--- src/rtl/trace_pkg.sv ---
package trace_pkg;
  localparam int NIB_W     = 4;
  localparam int MAX_BYTES = 4;
  localparam int MAX_NIBS  = 1 + 2 * MAX_BYTES;
  localparam int LANE_W    = $clog2(MAX_NIBS + 1);

  typedef logic [NIB_W-1:0] nib_t;
  typedef nib_t [MAX_NIBS-1:0] group_t;

  localparam nib_t MARK_BASE = 4'h8;

  function automatic nib_t size_marker(input logic [1:0] sel);
    return MARK_BASE + nib_t'(sel);
  endfunction

  function automatic logic [LANE_W-1:0] group_len(input logic [1:0] sel);
    return LANE_W'(2 * int'(sel) + 3);
  endfunction
endpackage

--- src/rtl/trace_group_build.sv ---
module trace_group_build
  import trace_pkg::*;
#(
  parameter int ADDR_W = 32
) (
  input  logic [ADDR_W-1:0] addr,
  input  logic [1:0]        show_sel,
  output group_t            lanes,
  output logic [LANE_W-1:0] lane_cnt,
  output logic              show_on
);
  localparam int ADDR_NIBS = ADDR_W / NIB_W;

  always_comb begin
    show_on  = (show_sel != 2'd0);
    lane_cnt = show_on ? group_len(show_sel) : '0;
  end

  assign lanes[0] = size_marker(show_sel);

  generate
    for (genvar l = 1; l < MAX_NIBS; l++) begin : g_lane
      if (l - 1 < ADDR_NIBS) begin : g_addr
        assign lanes[l] = addr[NIB_W*(l-1) +: NIB_W];
      end else begin : g_pad
        assign lanes[l] = '0;
      end
    end
  endgenerate
endmodule

--- src/rtl/trace_nib_fifo.sv ---
module trace_nib_fifo
  import trace_pkg::*;
#(
  parameter int DEPTH = 16
) (
  input  logic                         clk,
  input  logic                         rst_n,
  input  logic                         push,
  input  logic [LANE_W-1:0]            push_n,
  input  group_t                       lanes,
  output logic [$clog2(DEPTH+1)-1:0]   free_cnt,
  output nib_t                         dout
);
  localparam int PW = $clog2(DEPTH);
  localparam int CW = $clog2(DEPTH + 1);

  logic [PW-1:0] wr_ptr_q, wr_ptr_d;
  logic [PW-1:0] rd_ptr_q, rd_ptr_d;
  logic [CW-1:0] cnt_q, cnt_d;
  nib_t          dout_q, dout_d;
  nib_t          mem [DEPTH];
  logic          pop;

  assign pop      = (cnt_q != '0);
  assign free_cnt = CW'(DEPTH) - cnt_q;
  assign dout     = dout_q;

  always_comb begin
    wr_ptr_d = wr_ptr_q;
    rd_ptr_d = rd_ptr_q;
    cnt_d    = cnt_q;
    dout_d   = '0;
    if (push) begin
      wr_ptr_d = wr_ptr_q + PW'(push_n);
      cnt_d    = cnt_d + CW'(push_n);
    end
    if (pop) begin
      rd_ptr_d = rd_ptr_q + PW'(1);
      cnt_d    = cnt_d - CW'(1);
      dout_d   = mem[rd_ptr_q];
    end
  end

  always_ff @(posedge clk or negedge rst_n) begin
    if (!rst_n) begin
      wr_ptr_q <= '0;
      rd_ptr_q <= '0;
      cnt_q    <= '0;
      dout_q   <= '0;
    end else begin
      wr_ptr_q <= wr_ptr_d;
      rd_ptr_q <= rd_ptr_d;
      cnt_q    <= cnt_d;
      dout_q   <= dout_d;
    end
  end

  generate
    for (genvar e = 0; e < DEPTH; e++) begin : g_ent
      logic [PW-1:0] off;
      logic          hit;
      nib_t          wdat;
      always_comb begin
        off  = PW'(e) - wr_ptr_q;
        hit  = push && (CW'(off) < CW'(push_n));
        wdat = (int'(off) < MAX_NIBS) ? lanes[off] : '0;
      end
      always_ff @(posedge clk) begin
        if (hit) mem[e] <= wdat;
      end
    end
  endgenerate

  a_r9_no_overflow: assert property (@(posedge clk) disable iff (!rst_n)
    push |-> (free_cnt >= CW'(push_n)));
  a_r9_count_bound: assert property (@(posedge clk) disable iff (!rst_n)
    cnt_q <= CW'(DEPTH));
  a_r6_empty_zero: assert property (@(posedge clk) disable iff (!rst_n)
    (cnt_q == '0) |=> (dout_q == '0));
endmodule

--- src/rtl/trace_pst_ctrl.sv ---
module trace_pst_ctrl
  import trace_pkg::*;
(
  input  logic clk,
  input  logic rst_n,
  input  logic evt_valid,
  input  nib_t evt_pst,
  input  logic want_cap,
  input  logic room_ok,
  output logic stall,
  output logic push,
  output nib_t pst
);
  nib_t pst_q, pst_d;
  logic accept;

  always_comb begin
    stall  = evt_valid && want_cap && !room_ok;
    accept = evt_valid && !stall;
    push   = accept && want_cap;
    pst_d  = accept ? evt_pst : '0;
  end

  always_ff @(posedge clk or negedge rst_n) begin
    if (!rst_n) pst_q <= '0;
    else        pst_q <= pst_d;
  end

  assign pst = pst_q;

  a_r7_stall_shows_zero: assert property (@(posedge clk) disable iff (!rst_n)
    stall |=> (pst == '0));
  a_r7_no_push_on_stall: assert property (@(posedge clk) disable iff (!rst_n)
    stall |-> !push);
  a_r2_status_follows: assert property (@(posedge clk) disable iff (!rst_n)
    (evt_valid && !stall) |=> (pst == $past(evt_pst)));
  a_r8_plain_never_stalls: assert property (@(posedge clk) disable iff (!rst_n)
    (evt_valid && !want_cap) |-> !stall);
endmodule

--- src/rtl/trace_port.sv ---
module trace_port
  import trace_pkg::*;
#(
  parameter int ADDR_W = 32,
  parameter int DEPTH  = 16
) (
  input  logic              clk,
  input  logic              rst_n,
  input  logic              evt_valid,
  input  logic [3:0]        evt_pst,
  input  logic              evt_capture,
  input  logic [ADDR_W-1:0] evt_addr,
  input  logic [1:0]        cfg_show,
  output logic              stall,
  output logic [3:0]        pst,
  output logic [3:0]        ddata
);
  localparam int CW = $clog2(DEPTH + 1);

  group_t            lanes;
  logic [LANE_W-1:0] lane_cnt;
  logic              show_on;
  logic [CW-1:0]     free_cnt;
  logic              want_cap;
  logic              room_ok;
  logic              push;

  trace_group_build #(.ADDR_W(ADDR_W)) u_build (
    .addr     (evt_addr),
    .show_sel (cfg_show),
    .lanes    (lanes),
    .lane_cnt (lane_cnt),
    .show_on  (show_on)
  );

  always_comb begin
    want_cap = evt_capture && show_on;
    room_ok  = (free_cnt >= CW'(lane_cnt));
  end

  trace_pst_ctrl u_ctrl (
    .clk       (clk),
    .rst_n     (rst_n),
    .evt_valid (evt_valid),
    .evt_pst   (evt_pst),
    .want_cap  (want_cap),
    .room_ok   (room_ok),
    .stall     (stall),
    .push      (push),
    .pst       (pst)
  );

  trace_nib_fifo #(.DEPTH(DEPTH)) u_fifo (
    .clk      (clk),
    .rst_n    (rst_n),
    .push     (push),
    .push_n   (lane_cnt),
    .lanes    (lanes),
    .free_cnt (free_cnt),
    .dout     (ddata)
  );

  a_r5_off_never_stalls: assert property (@(posedge clk) disable iff (!rst_n)
    (cfg_show == 2'd0) |-> !stall);
endmodule

--- config.mk ---
export PLATFORM = sky130hd
export DESIGN_NAME = trace_port
export DESIGN_NICKNAME = d
export VERILOG_FILES = /design/src/rtl/trace_pkg.sv /design/src/rtl/trace_group_build.sv /design/src/rtl/trace_nib_fifo.sv /design/src/rtl/trace_pst_ctrl.sv /design/src/rtl/trace_port.sv
export SDC_FILE = /design/constraint.sdc
export NUM_CORES = 1
export LEC_CHECK = 0
export BUFFER_PORTS_ARGS = -buffer_cell sky130_fd_sc_hd__buf_4
export CORE_MARGIN = 2
export CORE_UTILIZATION = 45
export CTS_BUF_LIST = sky130_fd_sc_hd__clkbuf_4 sky130_fd_sc_hd__clkbuf_8 sky130_fd_sc_hd__clkbuf_16
export DETAILED_ROUTE_END_ITERATION = 10
export PLACE_DENSITY = 0.64
export SLEW_MARGIN = 20
export SYNTH_ARGS = -nofsm -noshare
export SYNTH_HDL_FRONTEND = slang
export SYNTH_SLANG_ARGS = --single-unit
export TNS_END_PERCENT = 5
--- constraint.sdc ---
create_clock -name clk -period 10.85 [get_ports clk]
set_input_delay 0.5425 -clock clk [delete_from_list [all_inputs] [get_ports clk]]
set_output_delay 0.5425 -clock clk [all_outputs]
set_load 0.1 [all_outputs]
Word level (Yosys, flattened, before mapping)

Memories as Yosys holds them, arrays and structs flattened.
Index checks and enable logic that the tools add are counted.

Bits of input ports: 42
Register bits after elaboration: 21
Output and inout bits: 9
RAM bits: 64
Memories: 1
Logic and storage cells: 188

Memory list:

| name       | words | width | read ports | clocked after memory_dff | write ports | RTL line             | text |
|---|---|---|---|---|---|---|---|
| u_fifo.mem | 16    | 4     | 1          | 0                        | 16          | trace_nib_fifo.sv:21 | `nib_t mem [DEPTH];` |

Add/subtract/negate cells: 23
Reduce and logical (&&, ||, !) cells: 25
Muxes and demuxes: 85
Order comparisons: 49

Operators by type and width:

| cell                  | count |
|---|---|
| $bmux W4 S4           | 16 |
| $mux W4               | 35 |
| $lt A4 B5 Y1 const B  | 16 |
| $lt A4 B4 Y1          | 16 |
| $lt A4 B4 Y1 const B  | 16 |
| $mux W1               | 32 |
| $sub A4 B4 Y4 const A | 8 |
| $logic_and A1 B1 Y1   | 21 |
| $sub A3 B4 Y4 const A | 4 |
| $mux W5               | 2 |
| $sub A1 B4 Y4 const A | 2 |
| $sub A2 B4 Y4 const A | 2 |
| $add A5 B4 Y5         | 1 |
| $ge A5 B4 Y1          | 1 |
| $reduce_bool A5 Y1    | 1 |
| $sub A5 B1 Y5 const B | 1 |
| $sub A5 B5 Y5 const A | 1 |
| $add A3 B2 Y4 const B | 1 |
| $add A4 B1 Y4 const B | 1 |
| $add A4 B2 Y4 const A | 1 |
| $add A4 B4 Y4         | 1 |
| $logic_not A1 Y1      | 2 |
| $reduce_bool A2 Y1    | 1 |

Logic depth before layout (Yosys ltp)

Gate-level depths: netlist (run 1).

Depth after elaboration: 11
Gate-level depth with buffers: 15
Mapped depth without buffers: 15

Cells and area by module

From an unflattened synthesis (run 1), not the netlist that was laid out.

Cell total of the unflattened synthesis: 623
Area, all modules: 7061.8 µm²

Modules (own cells, without submodules):

| module            | area an instance (µm²) | times used | cells an instance |
|---|---|---|---|
| trace_nib_fifo    | 6456.2                 | 1          | 551 |
| trace_group_build | 334.1                  | 1          | 45 |
| trace_pst_ctrl    | 153.9                  | 1          | 12 |
| trace_port        | 117.6                  | 1          | 15 |

Worst setup path after synthesis (run 1)

No wires, ideal clock.

Path kind: input-to-output
From: input port cfg_show[0]
To: output port stall
Data arrival time: 3.390 ns
Path buffers: 0
Slack: 6.917 ns
Required time: 10.307 ns
Stages on the path: 7
Cells stage by stage: inv_1 ha_1 inv_1 ha_1 or4b_1 a21o_1 a21oi_1

Word-level cells in the longest chain between the ends: 5
Elaborated cells between the ends (all ways): 8
Classes of those cells: add/sub: 1; order compare: 1; mux: 1; reduce/logical: 5

Ends and longest elaborated chain:

| what                                                | RTL line                                 | text |
|---|---|---|
| start: declaration                                  | trace_port.sv:13                         | `input logic [1:0] cfg_show,` |
| $add A3 B2 Y4 or $reduce_bool A2 Y1 (tied branches) | trace_pkg.sv:17, trace_group_build.sv:15 |  |
| $mux W4                                             | trace_group_build.sv:16                  | `lane_cnt = show_on ? group_len(show_sel) : '0;` |
| $ge A5 B4 Y1                                        | trace_port.sv:38                         | `room_ok = (free_cnt >= CW'(lane_cnt));` |
| $logic_not A1 Y1                                    | trace_pst_ctrl.sv:18                     | `stall = evt_valid && want_cap && !room_ok;` |
| $logic_and A1 B1 Y1 (*)                             | trace_pst_ctrl.sv:18                     |  |
| end: declaration                                    | trace_port.sv:14                         | `output logic stall,` |

Every way passes the cells marked *; elsewhere a longest branch is shown, timed or not.

==> results.sh, run 1 <==
export IMPL_start_kind="flop"
export IMPL_rsz0062_at_grt="false"
export IMPL_synth_cells=617
export IMPL_final_cell_mix="nand2_1 (65), edfxtp_1 (64), ha_1 (63)"
export IMPL_syn_area_per_cell_um2=11.0
export IMPL_cts_buffers=9
export IMPL_cts_hold_buf=0
export IMPL_fill_cells=1271
export IMPL_relSlewSlack=0.284
export IMPL_max_freq_ghz=0.258
export IMPL_tns_ns=0
export IMPL_antenna_found_initial=0
export IMPL_crit_top_cell="ha_1"
export IMPL_core_area_um2=14600
export IMPL_pwr_density_cell_nw_per_um2=348
export IMPL_yosys_warnings=0
export IMPL_hold_viol=0
export IMPL_grt_pass1_vias=4791
export IMPL_p_sw_uw=1230
export IMPL_finalNetCount=747
export IMPL_final_core_util=0.514
export IMPL_cp_top_family="buffers and inverters"
export IMPL_vias_per_cell=6.06
export IMPL_clkLatencyLatePin_ns=0.35
export IMPL_fp_dieH_um=127
export IMPL_wl_per_cell_um=21.3
export IMPL_cts_buffer_depth=2
export IMPL_status="finished clean"
export IMPL_hpwl_um=14200
export IMPL_p_total_uw=2620
export IMPL_drt_iter0_markers=400
export IMPL_drc=0
export IMPL_fin_crit_ns=3.87
export IMPL_critPathMaxStageDelay_ns=0.80
export IMPL_end_kind="flop"
export IMPL_synth_edf_count=64
export IMPL_firstDrtPassIters=5
export IMPL_ir_drop_mv=0.175
export IMPL_slowest_stage="xor2_1"
export IMPL_synth_main_ff_cell="edfxtp_1"
export IMPL_netSwitchingFraction=0.468
export IMPL_crit_type="flop to flop"
export IMPL_drv_slew=0
export IMPL_synth_seq_area_share=0.361
export IMPL_setup_viol=0
export IMPL_dp_slack_ns=6.67
export IMPL_ctsResizeCount=0
export IMPL_layout_setup_ws_ns=6.98
export IMPL_leakage_uw=0.00308
export IMPL_yosys_top_cells_area="edfxtp_1 (28%), mux4_2 (15%), ha_1 (12%)"
export IMPL_gr_total_overflow=0
export IMPL_rows=44
export IMPL_synth_top_area_frac=0.284
export IMPL_cap_violations=0
export IMPL_cts_htree_levels=3
export IMPL_async_reset_ff_frac=0.247
export IMPL_drt_total_wl_um=17600
export IMPL_syn_cell_area_um2=6780
export IMPL_fin_cells=828
export IMPL_intPower_uw=1390
export IMPL_clockPowerShare=0.119
export IMPL_synth_area_leader_cell="edfxtp_1"
export IMPL_placedCellCount=812
export IMPL_cts_tree="done"
export IMPL_detail_route_antenna_nets=0
export IMPL_dieArea_um2=16100
export IMPL_start_util=0.463
export IMPL_critPathRequiredTime_ns=10.83
export IMPL_root_buffer="clkbuf_16"
export IMPL_hold_class="primary input to asynchronous set/reset pin"
export IMPL_fin_skew_ns=0.00564
export IMPL_io_buffers=50
export IMPL_worstPathCellList="buf_4 -> inv_2 -> ha_1 -> xor2_1 -> inv_1 -> ha_1 -> a21o_1 -> a211oi_1"
export IMPL_min_period_over_period=0.357
export IMPL_p_seq_frac=0.240
export IMPL_pwr_share_comb=0.641
export IMPL_die_x_um=127
export IMPL_worst_slew_pin_slew_ns=1.07
export IMPL_cp_arrival_ns=3.85
export IMPL_synth_seq_cells=85
export IMPL_crit_fanout=44
export IMPL_antennaDiodeCount=0
export IMPL_gp_congestion=0.889
export IMPL_syn_to_final_growth_pct=11.1
export IMPL_via_count=5015
export IMPL_drive_gt1_frac=0.213
export IMPL_cts_clk_slew_worst_paths_ns=0.06
export IMPL_path_buf_inv=3
export IMPL_grt_pass1_wl_um=27600
export IMPL_io_pins=51
export IMPL_layout_commonest_cell="nand2_1"
export IMPL_grt_usage=0.229
export IMPL_grt_max_degree=45
export IMPL_cts_sinks=85
export IMPL_synth_nets=725
export IMPL_cts_setup_buffers=0
export IMPL_synth_distinct_cells=49
==> metrics by stage <==
step | hold slack (ns) | area (µm²)
after floorplan | 0.247 | 6780
after global placement | 0.460 | 7200
after detailed placement | 0.463 | 7200
after CTS | 0.0857 | 7500
after global routing | 0.0901 | 7530
final | 0.0854 | 7530
==> area by class of cell <==
cell class / count / area, µm² / area share
well taps: 184 / 230 / 0.0306
inverters: 31 / 116 / 0.0155
repair buffers: 54 / 405 / 0.0539
multi-input cells: 458 / 4020 / 0.534
clock buffers: 10 / 233 / 0.0309
clock inverters: 6 / 70.1 / 0.00931
flip-flops and latches: 85 / 2450 / 0.326
==> power groups by stage <==
stage	registers [µW]	clock network, µW	logic, µW
2_1_floorplan	639	0	1260
3_3_place_gp	626	0	1620
3_5_place_dp	634	0	1660
4_1_cts	627	318	1670
5_1_grt	644	331	1820
6_report	628	313	1680
==> synthesized netlist by cell type (2+ instances only) <==
cell type,number
buf_1,4
inv_1,22
nand3_1,28
a21o_1,17
nor2_1,35
mux2i_1,41
o21ai_1,36
a211oi_1,23
nor3_1,3
a22oi_1,5
mux4_2,44
and3_1,9
fa_1,3
ha_1,63
nand2_1,65
buf_4,4
nor2b_1,12
and3b_1,2
xor2_1,5
xnor2_1,16
nand2b_1,2
dfrtp_1,21
clkbuf_1,19
mux2_2,6
edfxtp_1,64
inv_2,9
and2_1,5
a21oi_1,20
buf_2,14
==> worst paths after layout <==
path	from	to	slack, ns	depth (start not counted)
max reg2reg	u_fifo.wr_ptr_q[0]	u_fifo.mem[0][2]	6.98	8
max in group asynchronous	rst_n	u_fifo.wr_ptr_q[0]	10.51	1
max	u_fifo.wr_ptr_q[0]	u_fifo.mem[0][2]	6.98	8
min	rst_n	u_ctrl.pst[3]	0.09	1
min reg2reg	u_fifo.cnt_q[4]	u_fifo.cnt_q[4]	0.51	1
min in group clk	evt_pst[3]	u_ctrl.pst[3]	0.40	2
==> kinds of logic (layout without fill, tap and decap cells) <==
kind of cell,after synthesis,after routing,synth area share
AO/OA/AOI/OAI,111,111,0.103
XOR/XNOR,22,22,0.0295
adder cells (fa/ha/maj),66,66,0.125
buffers and inverters,74,101,0.0486
flip-flops,85,85,0.361
multiplexers,92,92,0.218
AND/OR/NAND/NOR,167,167,0.114
==> registers in the layout (all words and copies together), names as in the netlist <==
signal / cells
u_ctrl.pst: 4
u_fifo.cnt_q: 5
u_fifo.dout: 4
u_fifo.mem: 64
u_fifo.rd_ptr_q: 4
u_fifo.wr_ptr_q: 4
==> worst register-to-register path: stages, from the launching register on <==
cell	delay (ns)
dfrtp_2	0.34
buf_4	0.49
inv_2	0.21
ha_1	0.28
xor2_1	0.80
inv_1	0.20
ha_1	0.33
a21o_1	0.21
a211oi_1	0.64
==> per-layer routing <==
metal | share of wire | up-vias | track usage
met5 | 0 | - | 0
met4 | 0.024 | 0 | 0.0633
met3 | 0.059 | 27 | 0.0354
met2 | 0.48 | 211 | 0.377
met1 | 0.44 | 2447 | 0.318
li1 | - | 2330 | -
(Power assumes the default switching activity.)
==> run 2, diff against run 1 <==
--- a/config.mk
+++ b/config.mk
@@ -10,7 +10,7 @@
 export CORE_UTILIZATION = 45
 export CTS_BUF_LIST = sky130_fd_sc_hd__clkbuf_4 sky130_fd_sc_hd__clkbuf_8 sky130_fd_sc_hd__clkbuf_16
 export DETAILED_ROUTE_END_ITERATION = 10
-export PLACE_DENSITY = 0.64
+export PLACE_DENSITY = 0.66
 export SLEW_MARGIN = 20
 export SYNTH_ARGS = -nofsm -noshare
 export SYNTH_HDL_FRONTEND = slang
==> constraint.sdc (replaced) <==
create_clock -name clk -period 3.4 [get_ports clk]
set_input_delay 0.17 -clock clk [delete_from_list [all_inputs] [get_ports clk]]
set_output_delay 0.17 -clock clk [all_outputs]
set_load 0.1 [all_outputs]
==> run 2 against run 1 <==
  * Clock skew grew 0.0015 ns
  * Sequential share of layout area shrank 1.1 points
  * Wire length grew 2.1%
  * Combinational power grew to 3.4 times the previous value
  * Die area is the same
  * Count of clock-buffer cells in the layout is the same
  * Utilization grew 1.7 points
  * First-iteration DRC count grew 14%
  * Final cell count grew 3.0%
==> results.sh, run 2 (synthesized netlist as in run 1, its figures left out) <==
export IMPL_fin_skew_ns=0.00711
export IMPL_worst_hold_slack_ns=0.0244
export IMPL_dr_wl_met3_um=1130
export IMPL_setup_viol=0
export IMPL_largest_register="u_fifo.mem"
export IMPL_drive_gt1_frac=0.250
export IMPL_hold_viol=0
export IMPL_syn_to_final_growth_pct=14.8
export IMPL_hold_class="primary input to flop"
export IMPL_hold_end="u_ctrl.pst[3]"
export IMPL_reg2reg_from="u_fifo.cnt_q[0]"
export IMPL_hold_path_startpoint="evt_pst[3]"
export IMPL_cts_clk_slew_worst_paths_ns=0.06
export IMPL_min_period_over_period=0.968
export IMPL_clkLatencyLatePin_ns=0.35
export IMPL_dr_wl_met2_um=8360
export IMPL_start_kind="flop"
export IMPL_relSlewSlack=0.338
export IMPL_max_freq_ghz=0.304
export IMPL_cts_buffer_depth=2
export IMPL_core_area_um2=14600
export IMPL_hpwl_um=14200
export IMPL_detail_route_antenna_nets=0
export IMPL_worstPathCellList="inv_1 -> ha_2 -> and2_1 -> ha_1 -> or4b_1 -> a21o_1 -> nand3_4 -> mux2i_2 -> ha_2 -> nor3b_2 -> nand4bb_1 -> and3b_1 -> o31a_1 -> xnor2_1"
export IMPL_largestRegisters="u_fifo.mem: 64 flops, u_fifo.cnt_q: 5 flops"
export IMPL_wl_per_cell_um=21.1
export IMPL_start_util=0.463
export IMPL_dieArea_um2=16100
export IMPL_drv_slew=0
export IMPL_critPathMaxStageDelay_ns=0.43
export IMPL_antenna_found_initial=0
export IMPL_die_x_um=127
export IMPL_gr_total_overflow=0
export IMPL_io_pins=51
export IMPL_reg2regPathDepth=14
export IMPL_via_count=5011
export IMPL_cts_htree_levels=3
export IMPL_finalNetCount=772
export IMPL_root_buffer="clkbuf_16"
export IMPL_rows=44
export IMPL_fp_dieH_um=127
export IMPL_end_kind="flop"
export IMPL_crit_type="flop to flop"
export IMPL_drc=0
export IMPL_seq_area_um2=2450
export IMPL_dr_max_layer_used="met4"
export IMPL_crit_top_cell="ha_2"
export IMPL_critPathRequiredTime_ns=3.64
export IMPL_wl_met1_um=8050
export IMPL_largest_reg_flops=64
export IMPL_grt_max_degree=38
export IMPL_p_total_uw=8740
export IMPL_status="finished clean"
export IMPL_firstDrtPassIters=5
export IMPL_multi_input_area_um2=4070
export IMPL_fill_cells=1275
export IMPL_slowest_stage="or4b_1"
export IMPL_final_cell_mix="buf_4 (78), nand2_1 (65), edfxtp_1 (64)"
export IMPL_final_core_util=0.531
export IMPL_grt_usage=0.236
export IMPL_r2r_slack_ns=0.11
export IMPL_min_path_cells=2
export IMPL_grt_pass1_wl_um=28200
export IMPL_cts_buffers=9
export IMPL_grt_pass1_vias=4951
export IMPL_leakage_uw=0.00320
export IMPL_cts_tree="done"
export IMPL_crit_fanout=4
export IMPL_pwr_density_cell_nw_per_um2=1120
export IMPL_drt_iter0_markers=458
export IMPL_worst_slew_pin_slew_ns=0.986
export IMPL_layout_commonest_cell="buf_4"
export IMPL_fin_crit_ns=3.29
export IMPL_ir_drop_mv=0.515
export IMPL_vias_per_cell=5.87
export IMPL_cts_sinks=85
export IMPL_gp_congestion=0.912
export IMPL_r2r_end="u_fifo.cnt_q[4]"
export IMPL_antennaDiodeCount=0
export IMPL_cap_violations=0
export IMPL_cp_arrival_ns=3.53
export IMPL_io_buffers=50
export IMPL_drt_total_wl_um=18000
## run 2: changes by cell type in the layout (fill, tap and decap cells not counted), sizes merged
cell | before | now
clkinv | 0 | 2
inv | 33 | 32
buf | 54 | 78
clkinvlp | 3 | 1
bufinv | 1 | 2
dlygate4sd3 | 0 | 1
## run 2: worst max path at each step
stage	slack, ns	endpoint	cells past startpoint	startpoint
6_report	0.11	u_fifo.cnt_q[4]	14	u_fifo.cnt_q[0]
5_1_grt	-0.04	u_fifo.cnt_q[4]	16	u_fifo.cnt_q[0]
4_1_cts	0.0009	u_fifo.cnt_q[4]	14	u_fifo.cnt_q[0]
3_5_place_dp	0.01	u_fifo.cnt_q[4]	14	u_fifo.cnt_q[0]
3_3_place_gp	0.12	u_fifo.cnt_q[4]	15	u_fifo.cnt_q[0]
2_1_floorplan	-0.07	u_fifo.mem[10][0]	11	u_fifo.wr_ptr_q[1]
## run 2: area by class of cell
class,instances,area share
clock buffers,10,0.0299
clock inverters,6,0.0111
inverters,31,0.0150
multi-input cells,458,0.523
flip-flops and latches,85,0.315
well taps,184,0.0296
repair buffers,79,0.0765
## run 2: layer usage
layer	track usage	vias to the layer above
met2	0.375	188
li1	-	2380
met4	0.0840	0
met3	0.0401	23
met5	0	-
met1	0.330	2420
## run 2: power breakdown
group	leakage [µW]	switching, µW	internal [µW]
combinational	0.00220	3340	2390
clock	0.000153	426	652
sequential	0.000842	240	1690
## run 2: critical path: cells and delay by family, from the launching register on
| kind | cells | cell delay [ns] |
|---|---|---|
| xor+xnor | 1 | 0.12 |
| mux | 1 | 0.25 |
| fa+ha+maj | 3 | 0.68 |
| simple gates | 6 | 1.17 |
| flops | 1 | 0.41 |
| compound gates | 2 | 0.48 |
| buf+inv | 1 | 0.08 |
## run 2: metrics by stage
stage / setup slack, ns / std cells / instance area [µm²] / setup TNS (ns)
detailed placement: 0.0116 / 832 / 7350 / 0
CTS: 0.000904 / 850 / 7690 / 0
finish: 0.108 / 853 / 7780 / 0
global route: -0.0374 / 853 / 7780 / -0.0374
floorplan: -0.0712 / 617 / 6780 / -1.14
global placement: 0.118 / 832 / 7350 / 0
## run 2: timing repair
item / CTS / global route
hold endpoints to repair: 21 / 0
pin swaps: 0 / 4
hold buffers: 1 / 0
resized for setup: 0 / 15
endpoints found under the setup margin: 1 / 1
setup buffers: 1 / 3
==> run 3, diff against run 2 <==
--- a/config.mk
+++ b/config.mk
@@ -10,7 +10,6 @@
 export CORE_UTILIZATION = 45
 export CTS_BUF_LIST = sky130_fd_sc_hd__clkbuf_4 sky130_fd_sc_hd__clkbuf_8 sky130_fd_sc_hd__clkbuf_16
 export DETAILED_ROUTE_END_ITERATION = 10
-export PLACE_DENSITY = 0.66
 export SLEW_MARGIN = 20
 export SYNTH_ARGS = -nofsm -noshare
 export SYNTH_HDL_FRONTEND = slang
==> run 3 against run 2 <==
  * Flip-flop and latch count stayed put
  * Largest cell class unchanged
  * Die area stayed put
  * Critical path type unchanged
  * Global-route usage is 0.17 points lower
  * Sequential share of layout area is 0.14 points higher
  * Highest routed layer unchanged
  * Register-to-register slack better by 0.02 ns
==> results.sh, run 3 (synthesized netlist as in run 1, its figures left out) <==
export IMPL_cts_tree="done"
export IMPL_r2r_end="u_fifo.cnt_q[4]"
export IMPL_rsz0062_at_grt="false"
export IMPL_fin_skew_ns=0.00893
export IMPL_dieArea_um2=16100
export IMPL_grt_max_degree=41
export IMPL_reg2reg_from="u_fifo.cnt_q[0]"
export IMPL_crit_type="flop to flop"
export IMPL_intPower_uw=4600
export IMPL_crit_fanout=4
export IMPL_root_buffer="clkbuf_16"
export IMPL_min_period_over_period=0.962
export IMPL_fin_crit_ns=3.27
export IMPL_hold_class="primary input to flop"
export IMPL_largestRegisters="u_fifo.mem: 64 flops, u_fifo.cnt_q: 5 flops"
export IMPL_reg2regPathDepth=14
export IMPL_largest_register="u_fifo.mem"
export IMPL_worst_slew_pin_slew_ns=0.822
export IMPL_start_kind="flop"
export IMPL_setup_viol=0
export IMPL_hold_end="u_ctrl.pst[3]"
export IMPL_fill_cells=1251
export IMPL_vias_per_cell=6.05
export IMPL_max_freq_ghz=0.306
export IMPL_pwr_share_comb=0.668
export IMPL_antennaDiodeCount=0
export IMPL_cts_buffers=9
export IMPL_critPathRequiredTime_ns=3.64
export IMPL_grt_pass1_wl_um=28300
export IMPL_multi_input_area_um2=4090
export IMPL_drive_gt1_frac=0.258
export IMPL_grt_usage=0.235
export IMPL_seq_area_um2=2450
export IMPL_via_count=5149
export IMPL_cp_arrival_ns=3.51
export IMPL_drt_iter0_markers=381
export IMPL_core_area_um2=14600
export IMPL_hold_path_startpoint="evt_pst[3]"
export IMPL_clockPowerShare=0.110
export IMPL_die_x_um=127
export IMPL_largest_reg_flops=64
export IMPL_gp_congestion=0.927
export IMPL_final_cell_mix="buf_4 (76), nand2_1 (65), edfxtp_1 (64)"
export IMPL_layout_commonest_cell="buf_4"
export IMPL_start_util=0.463
export IMPL_fp_dieH_um=127
export IMPL_drv_slew=0
export IMPL_grt_pass1_vias=4931
export IMPL_min_path_cells=2
export IMPL_hold_viol=0
export IMPL_finalNetCount=770
export IMPL_io_pins=51
export IMPL_cts_sinks=85
export IMPL_cts_clk_slew_worst_paths_ns=0.06
export IMPL_netSwitchingFraction=0.470
export IMPL_relSlewSlack=0.452
export IMPL_drc=0
export IMPL_hpwl_um=14600
export IMPL_firstDrtPassIters=6
export IMPL_cts_htree_levels=3
export IMPL_detail_route_antenna_nets=0
export IMPL_syn_to_final_growth_pct=14.3
export IMPL_clkLatencyLatePin_ns=0.36
export IMPL_pwr_density_cell_nw_per_um2=1120
export IMPL_p_sw_uw=4080
export IMPL_io_buffers=50
export IMPL_drt_total_wl_um=18400
export IMPL_final_core_util=0.529
export IMPL_p_seq_frac=0.222
export IMPL_rows=44
export IMPL_wl_per_cell_um=21.7
export IMPL_leakage_uw=0.00317
export IMPL_end_kind="flop"
export IMPL_cap_violations=0
export IMPL_tns_ns=0
export IMPL_status="finished clean"
export IMPL_gr_total_overflow=0
export IMPL_ir_drop_mv=0.469
export IMPL_antenna_found_initial=0
export IMPL_placedCellCount=833
export IMPL_r2r_slack_ns=0.13
export IMPL_fin_cells=851
export IMPL_cts_buffer_depth=2
==> run 3: changes by cell type in the layout (fill, tap and decap cells not counted), moves of 2 or more <==
cell / previous run / this run
ha_1: 60 / 58
inv_1: 22 / 20
bufinv_16: 2 / 0
inv_2: 9 / 11
inv_6: 0 / 3
buf_4: 78 / 76
ha_4: 0 / 2
clkinv_1: 2 / 0
clkinv_2: 0 / 2
==> run 3: worst max-delay path, stage by stage, from the launching register on <==
cell and delay (ns):
dfrtp_1 0.42, inv_2 0.08, ha_4 0.17, and2_4 0.14, ha_4 0.26, or4b_4 0.44, a21o_1 0.21, nand3_4 0.14
mux2i_4 0.24, ha_2 0.19, nor2b_2 0.17, o2111ai_2 0.14, and3b_1 0.21, o31a_1 0.25, xnor2_1 0.12
==> run 3: cell type report <==
class | instances | area share
Clock buffer | 9 | 0.0291
Multi-Input combinational cell | 458 | 0.528
Timing Repair Buffer | 77 | 0.0749
Tap cell | 184 | 0.0297
Inverter | 31 | 0.0150
Clock inverter | 7 | 0.00711
Sequential cell | 85 | 0.316
==> run 3: metal layers <==
metal,part of all wire,wire [µm],global-route usage,up-vias
li1,-,-,-,2376
met1,0.44,8190,0.335,2542
met2,0.46,8550,0.374,202
met3,0.066,1220,0.0299,29
met4,0.026,478,0.0795,0
met5,0,0,0,-
==> run 3: worst max-delay path by stage <==
stage	startpoint	endpoint	slack [ns]	cells after the start
after floorplan	u_fifo.wr_ptr_q[1]	u_fifo.mem[10][0]	-0.07	11
after global placement	u_fifo.cnt_q[0]	u_fifo.cnt_q[4]	0.14	15
after detailed placement	u_fifo.cnt_q[0]	u_fifo.cnt_q[4]	-0.01	14
after CTS	u_fifo.cnt_q[0]	u_fifo.cnt_q[4]	0.04	14
after global routing	u_fifo.cnt_q[0]	u_fifo.cnt_q[4]	0.02	14
final	u_fifo.cnt_q[0]	u_fifo.cnt_q[4]	0.13	14
==> run 3: metrics by stage <==
step	setup WS (ns)	power [µW]	hold slack (ns)	area, µm²
2_1_floorplan	-0.0712	6050	-0.126	6780
3_3_place_gp	0.140	7390	0.0902	7360
3_5_place_dp	-0.0142	7550	0.0885	7360
4_1_cts	0.0370	8530	0.0133	7660
5_1_grt	0.0211	9260	0.0334	7750
6_report	0.130	8690	0.0233	7750
==> run 3: repair_timing <==
action	in CTS	in global routing
buffers inserted	0	1
hold buffers	1	0
hold endpoints to repair	21	0
setup endpoints to repair	1	1
resized for setup	1	20
pin swaps	0	2
==> run 3: power by group through the flow <==
stage	Combinational [µW]	Clock, µW	Sequential, µW
finish	5800	959	1930
global route	6290	1010	1960
CTS	5640	972	1920
detailed placement	5610	0	1940
global placement	5470	0	1930
floorplan	4010	0	2040
